**src/rtl/rip_pkg.sv**
```systemverilog
// Shared types for the interlocked pipeline.
// Assumes a 32-bit instruction word with fixed field positions.
package rip_pkg;
    localparam int INSN_W = 32;
    localparam int OP_W   = 4;
    localparam int RA_W   = 4;
    localparam int IMM_W  = 16;
    localparam int NREG   = 1 << RA_W;

    localparam int OP_LSB  = INSN_W - OP_W;
    localparam int RD_LSB  = OP_LSB - RA_W;
    localparam int RS_LSB  = RD_LSB - RA_W;
    localparam int RT_LSB  = RS_LSB - RA_W;

    typedef enum logic [OP_W-1:0] {
        OPC_NOP  = 4'd0,
        OPC_ADD  = 4'd1,
        OPC_ADDI = 4'd2,
        OPC_LOAD = 4'd3,
        OPC_STOR = 4'd4
    } opcode_e;

    // Control needed only by execute
    typedef struct packed {
        logic use_imm;
    } ex_ctl_t;

    // Control needed by memory
    typedef struct packed {
        logic rd_en;
        logic wr_en;
    } mem_ctl_t;

    // Control needed by writeback
    typedef struct packed {
        logic rf_we;
    } wb_ctl_t;

    // Full decode result
    typedef struct packed {
        ex_ctl_t            ex;
        mem_ctl_t           mem;
        wb_ctl_t            wb;
        logic               rs_used;
        logic               rt_used;
        logic [RA_W-1:0]    rd;
        logic [RA_W-1:0]    rs;
        logic [RA_W-1:0]    rt;
        logic [IMM_W-1:0]   imm;
    } dec_t;
endpackage

```
**src/rtl/rip_decode.sv**
```systemverilog
// Instruction decoder: splits fields and produces the staged control bundle.
// Assumes unknown opcodes behave as no-operation; writes to register 0 are
// suppressed here so no later stage sees them as producers.
module rip_decode
    import rip_pkg::*;
(
    input  logic [INSN_W-1:0] insn,
    output dec_t              dec
);
    opcode_e op;

    // Field extraction and per-opcode control
    always_comb begin
        op  = opcode_e'(insn[OP_LSB +: OP_W]);
        dec = '0;
        dec.rd  = insn[RD_LSB +: RA_W];
        dec.rs  = insn[RS_LSB +: RA_W];
        dec.rt  = insn[RT_LSB +: RA_W];
        dec.imm = insn[IMM_W-1:0];
        unique case (op)
            OPC_ADD: begin
                dec.rs_used  = 1'b1;
                dec.rt_used  = 1'b1;
                dec.wb.rf_we = (dec.rd != '0);
            end
            OPC_ADDI: begin
                dec.rs_used    = 1'b1;
                dec.ex.use_imm = 1'b1;
                dec.wb.rf_we   = (dec.rd != '0);
            end
            OPC_LOAD: begin
                dec.rs_used    = 1'b1;
                dec.ex.use_imm = 1'b1;
                dec.mem.rd_en  = 1'b1;
                dec.wb.rf_we   = (dec.rd != '0);
            end
            OPC_STOR: begin
                dec.rs_used    = 1'b1;
                dec.rt_used    = 1'b1;
                dec.ex.use_imm = 1'b1;
                dec.mem.wr_en  = 1'b1;
            end
            default: ;
        endcase
    end
endmodule

```
**src/rtl/rip_hazard.sv**
```systemverilog
// Read-after-write comparator matrix.
// Each read operand of decode is compared with every in-flight producer
// that has not yet reached writeback. Register 0 never matches.
module rip_hazard
    import rip_pkg::*;
#(
    parameter int NSRC  = 2,
    parameter int NPROD = 2
) (
    input  logic [RA_W-1:0] src_idx  [NSRC],
    input  logic            src_used [NSRC],
    input  logic [RA_W-1:0] prod_idx [NPROD],
    input  logic            prod_we  [NPROD],
    output logic            stall
);
    localparam int NPAIR = NSRC * NPROD;

    logic [NPAIR-1:0] hit;

    for (genvar s = 0; s < NSRC; s++) begin : g_src
        for (genvar p = 0; p < NPROD; p++) begin : g_prod
            // One comparator per operand/producer pair
            assign hit[s*NPROD + p] = src_used[s] && prod_we[p]
                                    && (src_idx[s] != '0)
                                    && (src_idx[s] == prod_idx[p]);
        end
    end

    // Any pair match holds decode
    assign stall = |hit;
endmodule

```
**src/rtl/rip_regfile.sv**
```systemverilog
// Register file with write-before-read behaviour inside one cycle.
// Register 0 always reads as zero. Two combinational read ports.
module rip_regfile
    import rip_pkg::*;
#(
    parameter int XLEN = 32
) (
    input  logic            clk,
    input  logic            rst_n,
    input  logic            we,
    input  logic [RA_W-1:0] wa,
    input  logic [XLEN-1:0] wd,
    input  logic [RA_W-1:0] ra0,
    input  logic [RA_W-1:0] ra1,
    output logic [XLEN-1:0] rd0,
    output logic [XLEN-1:0] rd1
);
    logic [XLEN-1:0] mem_q [NREG];

    // Storage update, cleared on reset
    always_ff @(posedge clk) begin
        if (!rst_n) begin
            for (int i = 0; i < NREG; i++) mem_q[i] <= '0;
        end else if (we && (wa != '0)) begin
            mem_q[wa] <= wd;
        end
    end

    // Read ports see the same-cycle write first
    always_comb begin
        if (ra0 == '0)                rd0 = '0;
        else if (we && (wa == ra0))   rd0 = wd;
        else                          rd0 = mem_q[ra0];
        if (ra1 == '0)                rd1 = '0;
        else if (we && (wa == ra1))   rd1 = wd;
        else                          rd1 = mem_q[ra1];
    end
endmodule

```
**src/rtl/raw_interlock_pipe.sv**
```systemverilog
// Five-stage in-order pipeline without forwarding, protected by a stall
// interlock. Assumes combinational instruction and data memories outside
// the block; loads and stores both act in the memory stage.
module raw_interlock_pipe
    import rip_pkg::*;
#(
    parameter int XLEN = 32,
    parameter int PC_W = 8
) (
    input  logic              clk,
    input  logic              rst_n,
    output logic [PC_W-1:0]   imem_addr,
    input  logic [INSN_W-1:0] imem_data,
    output logic [XLEN-1:0]   dmem_addr,
    output logic [XLEN-1:0]   dmem_wdata,
    output logic              dmem_we,
    input  logic [XLEN-1:0]   dmem_rdata,
    output logic              wb_valid,
    output logic [RA_W-1:0]   wb_dest,
    output logic [XLEN-1:0]   wb_data,
    output logic              stall
);
    localparam int NSRC  = 2;
    localparam int NPROD = 2;

    // Fetch
    logic [PC_W-1:0]   pc_q;
    logic [INSN_W-1:0] fd_insn_q;

    // Decode
    dec_t              dec;
    logic [XLEN-1:0]   rs_val, rt_val, imm_ext;

    // Decode/execute latch
    ex_ctl_t           dx_ex_q;
    mem_ctl_t          dx_mem_q;
    wb_ctl_t           dx_wb_q;
    logic [XLEN-1:0]   dx_a_q, dx_b_q, dx_imm_q;
    logic [RA_W-1:0]   dx_rd_q;
    logic              dx_rf_we, dx_mem_we;

    // Execute/memory latch
    mem_ctl_t          xm_mem_q;
    wb_ctl_t           xm_wb_q;
    logic [XLEN-1:0]   xm_res_q, xm_sd_q;
    logic [RA_W-1:0]   xm_rd_q;
    logic [XLEN-1:0]   alu_res;

    // Memory/writeback latch
    wb_ctl_t           mw_wb_q;
    logic [XLEN-1:0]   mw_res_q;
    logic [RA_W-1:0]   mw_rd_q;
    logic [XLEN-1:0]   mem_res;

    // Hazard inputs
    logic [RA_W-1:0]   src_idx  [NSRC];
    logic              src_used [NSRC];
    logic [RA_W-1:0]   prod_idx [NPROD];
    logic              prod_we  [NPROD];

    // Program counter advances unless decode is held
    always_ff @(posedge clk) begin
        if (!rst_n)      pc_q <= '0;
        else if (!stall) pc_q <= pc_q + 1'b1;
    end

    // Fetch/decode latch holds its instruction during a stall
    always_ff @(posedge clk) begin
        if (!rst_n)      fd_insn_q <= '0;
        else if (!stall) fd_insn_q <= imem_data;
    end

    assign imem_addr = pc_q;

    rip_decode u_decode (
        .insn (fd_insn_q),
        .dec  (dec)
    );

    rip_regfile #(.XLEN(XLEN)) u_regfile (
        .clk   (clk),
        .rst_n (rst_n),
        .we    (mw_wb_q.rf_we),
        .wa    (mw_rd_q),
        .wd    (mw_res_q),
        .ra0   (dec.rs),
        .ra1   (dec.rt),
        .rd0   (rs_val),
        .rd1   (rt_val)
    );

    assign imm_ext = {{(XLEN-IMM_W){dec.imm[IMM_W-1]}}, dec.imm};

    // Route decode operands and older producers into the comparator
    always_comb begin
        src_idx[0]  = dec.rs;
        src_idx[1]  = dec.rt;
        src_used[0] = dec.rs_used;
        src_used[1] = dec.rt_used;
        prod_idx[0] = dx_rd_q;
        prod_idx[1] = xm_rd_q;
        prod_we[0]  = dx_rf_we;
        prod_we[1]  = xm_wb_q.rf_we;
    end

    rip_hazard #(.NSRC(NSRC), .NPROD(NPROD)) u_hazard (
        .src_idx  (src_idx),
        .src_used (src_used),
        .prod_idx (prod_idx),
        .prod_we  (prod_we),
        .stall    (stall)
    );

    // Decode/execute latch: loads decode output or an empty slot on stall
    always_ff @(posedge clk) begin
        if (!rst_n || stall) begin
            dx_ex_q  <= '0;
            dx_mem_q <= '0;
            dx_wb_q  <= '0;
            dx_a_q   <= '0;
            dx_b_q   <= '0;
            dx_imm_q <= '0;
            dx_rd_q  <= '0;
        end else begin
            dx_ex_q  <= dec.ex;
            dx_mem_q <= dec.mem;
            dx_wb_q  <= dec.wb;
            dx_a_q   <= rs_val;
            dx_b_q   <= rt_val;
            dx_imm_q <= imm_ext;
            dx_rd_q  <= dec.rd;
        end
    end

    assign dx_rf_we  = dx_wb_q.rf_we;
    assign dx_mem_we = dx_mem_q.wr_en;

    // Execute adder: register or immediate second operand
    assign alu_res = dx_a_q + (dx_ex_q.use_imm ? dx_imm_q : dx_b_q);

    // Execute/memory latch drops execute control
    always_ff @(posedge clk) begin
        if (!rst_n) begin
            xm_mem_q <= '0;
            xm_wb_q  <= '0;
            xm_res_q <= '0;
            xm_sd_q  <= '0;
            xm_rd_q  <= '0;
        end else begin
            xm_mem_q <= dx_mem_q;
            xm_wb_q  <= dx_wb_q;
            xm_res_q <= alu_res;
            xm_sd_q  <= dx_b_q;
            xm_rd_q  <= dx_rd_q;
        end
    end

    assign dmem_addr  = xm_res_q;
    assign dmem_wdata = xm_sd_q;
    assign dmem_we    = xm_mem_q.wr_en;
    assign mem_res    = xm_mem_q.rd_en ? dmem_rdata : xm_res_q;

    // Memory/writeback latch keeps only writeback control
    always_ff @(posedge clk) begin
        if (!rst_n) begin
            mw_wb_q  <= '0;
            mw_res_q <= '0;
            mw_rd_q  <= '0;
        end else begin
            mw_wb_q  <= xm_wb_q;
            mw_res_q <= mem_res;
            mw_rd_q  <= xm_rd_q;
        end
    end

    assign wb_valid = mw_wb_q.rf_we;
    assign wb_dest  = mw_rd_q;
    assign wb_data  = mw_res_q;
endmodule

```
**config.mk**
```make
export PLATFORM = sky130hd
export DESIGN_NAME = raw_interlock_pipe
export DESIGN_NICKNAME = d
export VERILOG_FILES = /design/src/rtl/rip_pkg.sv /design/src/rtl/rip_decode.sv /design/src/rtl/rip_hazard.sv /design/src/rtl/rip_regfile.sv /design/src/rtl/raw_interlock_pipe.sv
export SDC_FILE = /design/constraint.sdc
export NUM_CORES = 1
export LEC_CHECK = 0
export ABC_AREA = 1
export BUFFER_PORTS_ARGS = -buffer_cell sky130_fd_sc_hd__buf_4
export CORE_MARGIN = 2
export CORE_UTILIZATION = 50
export DETAILED_ROUTE_END_ITERATION = 7
export PLACE_DENSITY_LB_ADDON = 0.15
export SYNTH_ARGS = -nofsm -noshare
export SYNTH_HDL_FRONTEND = slang
export SYNTH_HIERARCHICAL = 1
export SYNTH_SLANG_ARGS = --single-unit
export TNS_END_PERCENT = 100
```
**constraint.sdc**
```tcl
create_clock -name clk -period 7.9 [get_ports clk]
set_clock_uncertainty 0.05 [all_clocks]
set_input_delay 0.395 -clock clk [delete_from_list [all_inputs] [get_ports clk]]
set_output_delay 0.395 -clock clk [all_outputs]
set_load 0.02 [all_outputs]
```
**Yosys cells after proc, flatten, opt, wreduce, memory -nomap -nowiden**

Memory sizes are Yosys's and may differ from the RTL's. A register that Yosys moved wholly into a read port is not among the register bits.
Index checks and enable logic that the tools add are counted.

- Equality and inequality tests: 8
- Bitwise gates (word level): 1
- $add $sub $neg: 2
- Multiplexer cells: 14
- Reduce and logical (&&, ||, !) cells: 30

Operators by type and width:

| cell | number |
|---|---|
| 2-to-1 mux 32 bit | 3 |
| adder 32 bit | 1 |
| OR reduction 32 bit | 1 |
| == test 4 bit | 4 |
| nonzero test 4 bit | 4 |
| logical AND 1 bit | 13 |
| 2-to-1 mux 1 bit | 10 |
| adder 8 x 1 -> 8 bit, second input constant | 1 |
| == test 4 x 2 -> 1 bit, second input constant | 2 |
| zero test 4 bit | 2 |
| OR reduction 2 bit | 4 |
| OR reduction 4 bit | 2 |
| OR reduction 3 bit | 2 |
| == test 4 x 1 -> 1 bit, second input constant | 1 |
| == test 4 x 3 -> 1 bit, second input constant | 1 |
| 2-to-1 mux 4 bit | 1 |
| zero test 1 bit | 1 |
| logical OR 1 bit | 1 |
| inverter 1 bit | 1 |

- Memories kept: 1
- Bits in registers: 172
- RAM bits: 512
- Input bits: 66
- Output and inout bits: 111
- Word-level logic and storage cells: 73

Memories:

| name | words | bits a word | rd ports | clocked after Yosys merged registers in | write ports | RTL line | RTL |
|---|---|---|---|---|---|---|---|
| u_regfile.mem_q | 16 | 32 | 2 | 2 | 16 | rip_regfile.sv:18 | `logic [XLEN-1:0] mem_q [NREG];` |

**Logic depth before layout (Yosys ltp)**

Gate-level depths: netlist (run 1).

- Depth after elaboration: 9
- Gate-level depth with buffers: 19
- Gate-level depth less buffers: 18

**Hierarchy**

Netlist (run 1), hierarchy kept.

Modules (own cells, without submodules):

| module | sequential area each (µm²) | cells each | instances | area each (µm²) |
|---|---|---|---|---|
| rip_regfile | 15374.7 | 4289 | 1 | 30996.0 |
| raw_interlock_pipe | 4724.5 | 1361 | 1 | 9806.9 |
| rip_hazard | 0.0 | 102 | 1 | 387.9 |
| rip_decode | 0.0 | 52 | 1 | 304.0 |

**Least setup slack after synthesis (run 1)**

OpenSTA, ideal clock, no wires.

- Path type: reg2reg
- From: register mw_rd_q[2], in the netlist wb_dest[2]
- To: memory u_regfile.mem_q[13][0], enable pin
- Path slack: 5.200 ns
- Arrival: 2.260 ns
- Cell stages (with the launch flop): 9
- Clock period less this slack: 2.700 ns
- Path buffers: 2
- Library setup time: 0.389 ns
- Required time: 7.461 ns
- Cells stage by stage: dfxtp_1 -> buf_2 -> nor2_4 -> nand2_1 -> nand3_4 -> nor3_4 -> nand2_4 -> buf_6 -> nand2_1

RTL lines:

| item | RTL line | RTL |
|---|---|---|
| start, declared | raw_interlock_pipe.sv:52 | `logic [RA_W-1:0] mw_rd_q;` |
| start signal, assigned | raw_interlock_pipe.sv:172 | `mw_rd_q <= xm_rd_q;` |
| end, declared | rip_regfile.sv:18 |  |

**Worst setup path in the final report (run 1)**

- From: register fd_insn_q[20]
- To: register dx_a_q[29], read port of u_regfile.mem_q

- Longest elaborated chain between the ends: 6
- Elaborated cells between the ends (all ways): 11
- Classes of those cells: eq/ne (2); reduce/logical (9)

Ends and longest elaborated chain:

| item | RTL line | RTL |
|---|---|---|
| start, declared | raw_interlock_pipe.sv:28 | `logic [INSN_W-1:0] fd_insn_q;` |
| start signal, assigned | raw_interlock_pipe.sv:70 | `else if (!stall) fd_insn_q <= imem_data;` |
| nonzero test 4 bit | rip_hazard.sv:24 | `&& (src_idx[s] != '0)` |
| logical AND 1 bit | rip_hazard.sv:24 |  |
| logical AND 1 bit | rip_hazard.sv:25 | `&& (src_idx[s] == prod_idx[p]);` |
| OR reduction 4 bit | rip_hazard.sv:30 | `assign stall = \|hit;` |
| logical OR 1 bit | raw_interlock_pipe.sv:116 | `if (!rst_n \|\| stall) begin` |
| OR reduction 2 bit (no source line) | - |  |
| end, declared | raw_interlock_pipe.sv:38 | `logic [XLEN-1:0] dx_a_q, dx_b_q, dx_imm_q;` |

Several ways; a longest one is shown, not always the timed one.
A chain may end at the register's enable or synchronous reset.

==> metrics.yaml, run 1 <==
outcome: "completed"
finalSetupViolations: 0
worstSetupEndpointType: "flip-flop"
rsz0062_at_grt: "no"
hold_path.class: "in -> reg"
yosys.area.top_type: "edfxtp_1"
cts_buffer_depth: 3
num_vias: 37885
synth_top_area_share_pct: 37.05
ys_top_cells_by_count: "nand2_1, nor2_1, inv_1"
core-area_sq_um: 82110
slew-limit-headroom_pct: 26.04
cts_tree: "done"
rr_worst_depth: 11
routed_wl_mm: 144.9
worstPathArrival_ns: 4.12
r2r_start: "fd_insn_q[20]$_SDFFE_PN0N_"
cts_made_buffers: 84
leakagePower_uw: 0.02228
ant_nets: 0
synth_warnings: 6
hold_viol: 0
power_density_nw_per_um2: 213.5
hpwlAfterDp_mm: 84.03
synth.most_common_cell: "nand2_1"
synth-edff-count: 512
grt_max_degree: 166
syn_inst: 5804
grt_pass1_vias: 36030
place_area_sq_um: 43090
final_cell_area_sq_um: 46470
timing.fmax_mhz: 273.3
nNetsFinal: 5944
worstReg2RegEnd: "dx_a_q[29]$_SDFF_PP0_"
clkSlewWorstSetupHoldPaths_ns: 0.06
ys_seq_elements: 748
r2r_setup_slack_ns: 4.24
synth_area_per_cell_sq_um: 7.149
finalCritPeriodShare_pct: 46.32
worstSkewPairLatency_ns: 0.65
crit_fanout: 165
crit_path_start_kind: "flip-flop"
wl_per_cell_um: 20.75
rows: 105
first_pass_iters: 8
initial_core_util_pct: 50.54
synth_top_flop_cell: "edfxtp_1"
grt_use_met3_pct: 5.785
area_growth_pct: 12.00
crit_required_ns: 8.36
ys_top_cells_by_area: "edfxtp_1, nand2_1, dfxtp_1"
hold_path_end: "fd_insn_q[22]$_SDFFE_PN0N_"
finalPower_uw: 9924
drc_errors: 0
holdPathStages: 3
synth_cell_types: 38
die_h_um: 292.1
grt-ovfl-total: 0
clkSinkCount: 748
antenna_found_initial: 0
grt_busiest_layer: "met2"
dieWidth_um: 292.1
fin_tns_setup_ns: 0
period_minus_slack_ns: 3.659
finalMaxSlewViolations: 0
grt_pass1_wl_mm: 218.3
use_met1_pct: 44.18
die-area_sq_um: 85310
gp_congestion: 0.9691
grt_use_met2_pct: 52.12
cts-htree-levels: 3
syn_area_sq_um: 41490
vdd_ir_drop_max_mv: 0.1677
cap_violations: 0
cts-root-buf: "clkbuf_16"
hp-start: "imem_data[22]"
grtUsageTotal_pct: 33.80
ios: 177
port_buffers: 176
worst_slew_pin_slew_ns: 1.109
layout-drive-gt1-share_pct: 9.151
synthArstFlopShare_pct: 0
drt_iter0_drc: 4387
viasPerCell: 5.426
synth-seq-area-share_pct: 48.44
critPathKind: "reg -> reg"
antennaDiodeCount: 0
worst max-delay path by stage:
stage	startpoint	to	slack, ns	depth (start not counted)
2_1_floorplan	wb_dest[2]$_SDFF_PN0_	u_regfile/mem_q[13][0]$_SDFFCE_PN0P_	5.20	8
3_3_place_gp	fd_insn_q[20]$_SDFFE_PN0N_	dx_a_q[29]$_SDFF_PP0_	4.41	11
4_1_cts	fd_insn_q[22]$_SDFFE_PN0N_	dx_a_q[21]$_SDFF_PP0_	4.35	14
5_1_grt	fd_insn_q[22]$_SDFFE_PN0N_	dx_a_q[26]$_SDFF_PP0_	3.99	14
6_report	fd_insn_q[20]$_SDFFE_PN0N_	dx_a_q[29]$_SDFF_PP0_	4.24	11
3_5_place_dp	fd_insn_q[22]$_SDFFE_PN0N_	dx_a_q[26]$_SDFF_PP0_	4.33	14
worst max-delay path: stages (launching register included):
cell and delay, ns:
dfxtp_4 0.76, buf_4 0.67, buf_12 0.62, nand2_1 0.13, nand3_1 0.12, nand2_1 0.07, nand2_1 0.06, nand3_1 0.09
nor2_1 0.47, nor2_1 0.09, inv_1 0.07, nor2_1 0.04
through the flow:
| stage | util, % | worst slack, ns | instances | hold slack [ns] |
|---|---|---|---|---|
| CTS | 56.60 | 4.348 | 6982 | 0.005095 |
| floorplan | - | 5.200 | 5835 | 0.3405 |
| global placement | 52.48 | 4.413 | 6771 | 0.3500 |
| finish | 56.60 | 4.241 | 6982 | 0.01900 |
| detailed placement | 52.48 | 4.330 | 6771 | 0.3491 |
| global route | 56.60 | 3.985 | 6982 | 0.02052 |
state kept, by name (all words and copies together), names as in the netlist, 8 cells and up:
name and cells:
fd_insn_q 32, dmem_wdata 32, dx_imm_q 16, dmem_addr 32
imem_addr 8, dx_a_q 32, wb_data 32, dx_b_q 32
u_regfile/mem_q 512
metal layers:
| layer | up-vias | part of all wire (%) |
|---|---|---|
| li1 | 17852 | - |
| met1 | 17318 | 38 |
| met2 | 2244 | 44 |
| met3 | 471 | 11 |
| met4 | 0 | 7.2 |
| met5 | - | 0 |
cells in the final DEF (no fill, tap or decap), drive strengths merged, types with 45 or more instances in the layout:
master / n
o21ai: 160
buf: 238
dfxtp: 236
edfxtp: 512
clkbuf: 124
dlygate4sd3: 58
nand3: 684
inv: 859
nand2: 1800
nor2: 1056
a21oi: 45
where the power goes:
part / total [uW] / switching, uW / internal (uW)
Combinational: 1470 / 1030 / 434
Sequential: 4490 / 133 / 4360
Clock: 3960 / 1660 / 2300
Total: 9920 / 2830 / 7100
final cells by class:
class / instances / area (sq um)
fillers: 7775 / 35640
flip-flops and latches: 748 / 20120
multi-input cells: 3857 / 16580
inverters: 858 / 3241
clock buffers: 124 / 2535
repair buffers: 296 / 2392
well taps: 1070 / 1339
clock inverters: 29 / 266.5
what timing repair did:
action                                 4_1_cts  5_1_grt
hold buffers                                58        0
buffers inserted                             0        0
endpoints found under the hold margin       58        0
resized for setup                            0        0
cells by family after synthesis:
kind of cell	synth area share, %
simple gates	35.37
buf+inv	12.09
flops	48.44
compound gates	2.590
fa+ha+maj	1.013
mux	0.4071
xor+xnor	0.08442
other cells	0.009037
Note: power is estimated with default switching activity, not from simulation.
==> run 2, diff against run 1 <==
- clock period: 7.9 -> 3.55 ns (I/O delays scaled with it)
==> run 2 against run 1 <==
Against the previous run: the run now ends with DRC left; highest routed layer is now met5; critical path type unchanged; critical path depth grew 1; sequential power increased by 120%; sequential cell count is the same; global-route usage decreased by 0.17 points; cell count rose by 0.53%; largest cell class unchanged; worst hold slack improved by 0.040 ns; first-iteration DRC count is 0.64% lower; die area stayed put.
==> metrics.yaml, run 2 (synthesis results as in run 1) <==
gp_congestion: 0.8936  # was 0.9691
crit_path_start_kind: "flip-flop"  # unchanged
port_buffers: 176  # unchanged
layout-drive-gt1-share_pct: 9.464  # was 9.151%
holdWs_ns: 0.05887  # was 0.01900 ns
hold_viol: 0  # unchanged
worstSetupEndpointType: "flip-flop"  # unchanged
cap_violations: 0  # unchanged
failed_checks: "DRC"
viasPerCell: 5.381  # was 5.426
final_common_cell: "nand2_1"  # unchanged
period_minus_slack_ns: 2.843  # was 3.659 ns
worst_slack_ns: 0.7066  # was 4.241 ns
drt_iter0_drc: 4359  # was 4387
r2r_start: "dx_ex_q$_SDFF_PP0_"  # was fd_insn_q[20]$_SDFFE_PN0N_
finalPower_uw: 21560  # was 9924 uW
grtUsageTotal_pct: 33.63  # was 33.80%
seq_area_sq_um: 20120  # unchanged
finalSetupViolations: 0  # unchanged
outcome: "finished with violations"  # was completed
r2r_setup_slack_ns: 0.71  # was 4.24 ns
dieWidth_um: 292.1  # unchanged
cts-root-buf: "clkbuf_16"  # unchanged
power_density_nw_per_um2: 460.2  # was 213.5 nW/um^2
leakagePower_uw: 0.02246  # was 0.02228 uW
fin_tns_setup_ns: 0  # unchanged
regMostFlops: "u_regfile/mem_q"  # unchanged
final_cell_mix: "nand2_1, nor2_1, inv_1, nand3_1, edfxtp_1"  # unchanged
worstReg2RegEnd: "dmem_addr[31]$_SDFF_PN0_"  # was dx_a_q[29]$_SDFF_PP0_
ios: 177  # unchanged
initial_core_util_pct: 50.54  # unchanged
finalMaxSlewViolations: 0  # unchanged
clkSlewWorstSetupHoldPaths_ns: 0.06  # about the same
first_pass_iters: 8  # unchanged
rr_worst_depth: 12  # was 11
core-area_sq_um: 82110  # unchanged
critPathKind: "reg -> reg"  # unchanged
worstPathArrival_ns: 3.32  # was 4.12 ns
nNetsFinal: 5984  # was 5944
critPathLaunch: "dx_ex_q$_SDFF_PP0_"  # was fd_insn_q[20]$_SDFFE_PN0N_
antennaDiodeCount: 0  # unchanged
grt_max_degree: 142  # was 166
num_vias: 37770  # was 37885
area_growth_pct: 12.90  # was 12.00%
hold_path_end: "xm_rd_q[2]$_SDFF_PN0_"  # was fd_insn_q[22]$_SDFFE_PN0N_
die-area_sq_um: 85310  # unchanged
clkSinkCount: 748  # unchanged
die_h_um: 292.1  # unchanged
cts-htree-levels: 3  # unchanged
crit_fanout: 17  # was 165
hpwlAfterDp_mm: 86.62  # was 84.03 mm
hp-start: "rst_n"  # was imem_data[22]
routed_wl_mm: 144.9  # about the same
largest_reg_flops: 512  # unchanged
antenna_found_initial: 1  # was 0
finalCritPeriodShare_pct: 80.09  # was 46.32%
wl_per_cell_um: 20.64  # was 20.75 um
cts_buffer_depth: 3  # unchanged
grt-ovfl-total: 0  # unchanged
cts_tree: "done"  # unchanged
fill_cells: 7707  # was 7775
hold_path.class: "in -> reg"  # unchanged
worst_slew_pin_slew_ns: 1.098  # was 1.109 ns
dp_slack_ns: 0.7869  # was 4.330 ns
worstSkewPairLatency_ns: 0.65  # about the same
rows: 105  # unchanged
ant_nets: 0  # unchanged
rsz0062_at_grt: "no"  # unchanged
grt_pass1_vias: 36346  # was 36030
vdd_ir_drop_max_mv: 0.3770  # was 0.1677 mV
grt_pass1_wl_mm: 217.4  # was 218.3 mm
multi_input_area_sq_um: 16570  # was 16580 sq um
holdPathStages: 4  # was 3
slew-limit-headroom_pct: 26.69  # was 26.04%
drc_errors: 7  # was 0
timing.fmax_mhz: 351.7  # was 273.3 MHz
crit_required_ns: 4.03  # was 8.36 ns
cts_made_buffers: 83  # was 84
[run 2: worst max path at each step]
stage                                           endpoint  slack [ns]  cells after the start
CTS                             dmem_addr[31]$_SDFF_PN0_        0.75                     12
finish                          dmem_addr[31]$_SDFF_PN0_        0.71                     12
global placement                 dmem_addr[9]$_SDFF_PN0_        0.86                      9
global route                    dmem_addr[28]$_SDFF_PN0_        0.39                     13
detailed placement              dmem_addr[31]$_SDFF_PN0_        0.79                     12
floorplan           u_regfile/mem_q[13][0]$_SDFFCE_PN0P_        0.85                      8
[run 2: cell type report]
cell class | instances | area share (%)
inverter | 858 | 6.917
sequential | 748 | 42.94
clock inverter | 28 | 0.3712
clock buffer | 121 | 5.048
multi-input combinational | 3857 | 35.37
timing repair buffer | 337 | 6.490
tap | 1070 | 2.858
[run 2: layer usage]
layer | vias up | track usage, % | wire (um)
met5 | - | 0 | 9
met2 | 2113 | 54.31 | 66380
met1 | 17297 | 43.22 | 55770
li1 | 17923 | - | -
met4 | 2 | 18.27 | 8327
met3 | 435 | 5.587 | 14360
[run 2: stage by stage]
| stage | utilization [%] | instances | cell area (sq um) |
|---|---|---|---|
| floorplan | - | 5835 | 41610 |
| global placement | 53.18 | 6806 | 43670 |
| detailed placement | 53.18 | 6806 | 43670 |
| CTS | 57.06 | 7019 | 46850 |
| global route | 57.06 | 7019 | 46850 |
| finish | 57.06 | 7019 | 46850 |
[run 2: repair_timing]
| item | in CTS | in global routing |
|---|---|---|
| gates resized for setup | 0 | 0 |
| buffers inserted | 0 | 0 |
| hold endpoints to repair | 64 | 0 |
| hold buffers | 64 | 0 |
[run 2: critical path, cell delays in order (launching register included)]
cell,delay [ns]
dfxtp_1,0.65
buf_4,0.26
buf_4,0.22
o21ai_0,0.13
ha_1,0.46
nand2_1,0.14
nor2_2,0.14
inv_2,0.07
nor3_2,0.17
and2_1,0.17
nand2_2,0.07
a21oi_1,0.12
nor2_1,0.07
[run 2: report_power, final]
part	internal, uW	total (uW)	switching (uW)	leakage [uW]
Sequential	9700	9990	281	0.00720
Combinational	1030	3380	2350	0.0140
Clock	4630	8200	3570	0.00125
Total	15400	21600	6200	0.0225
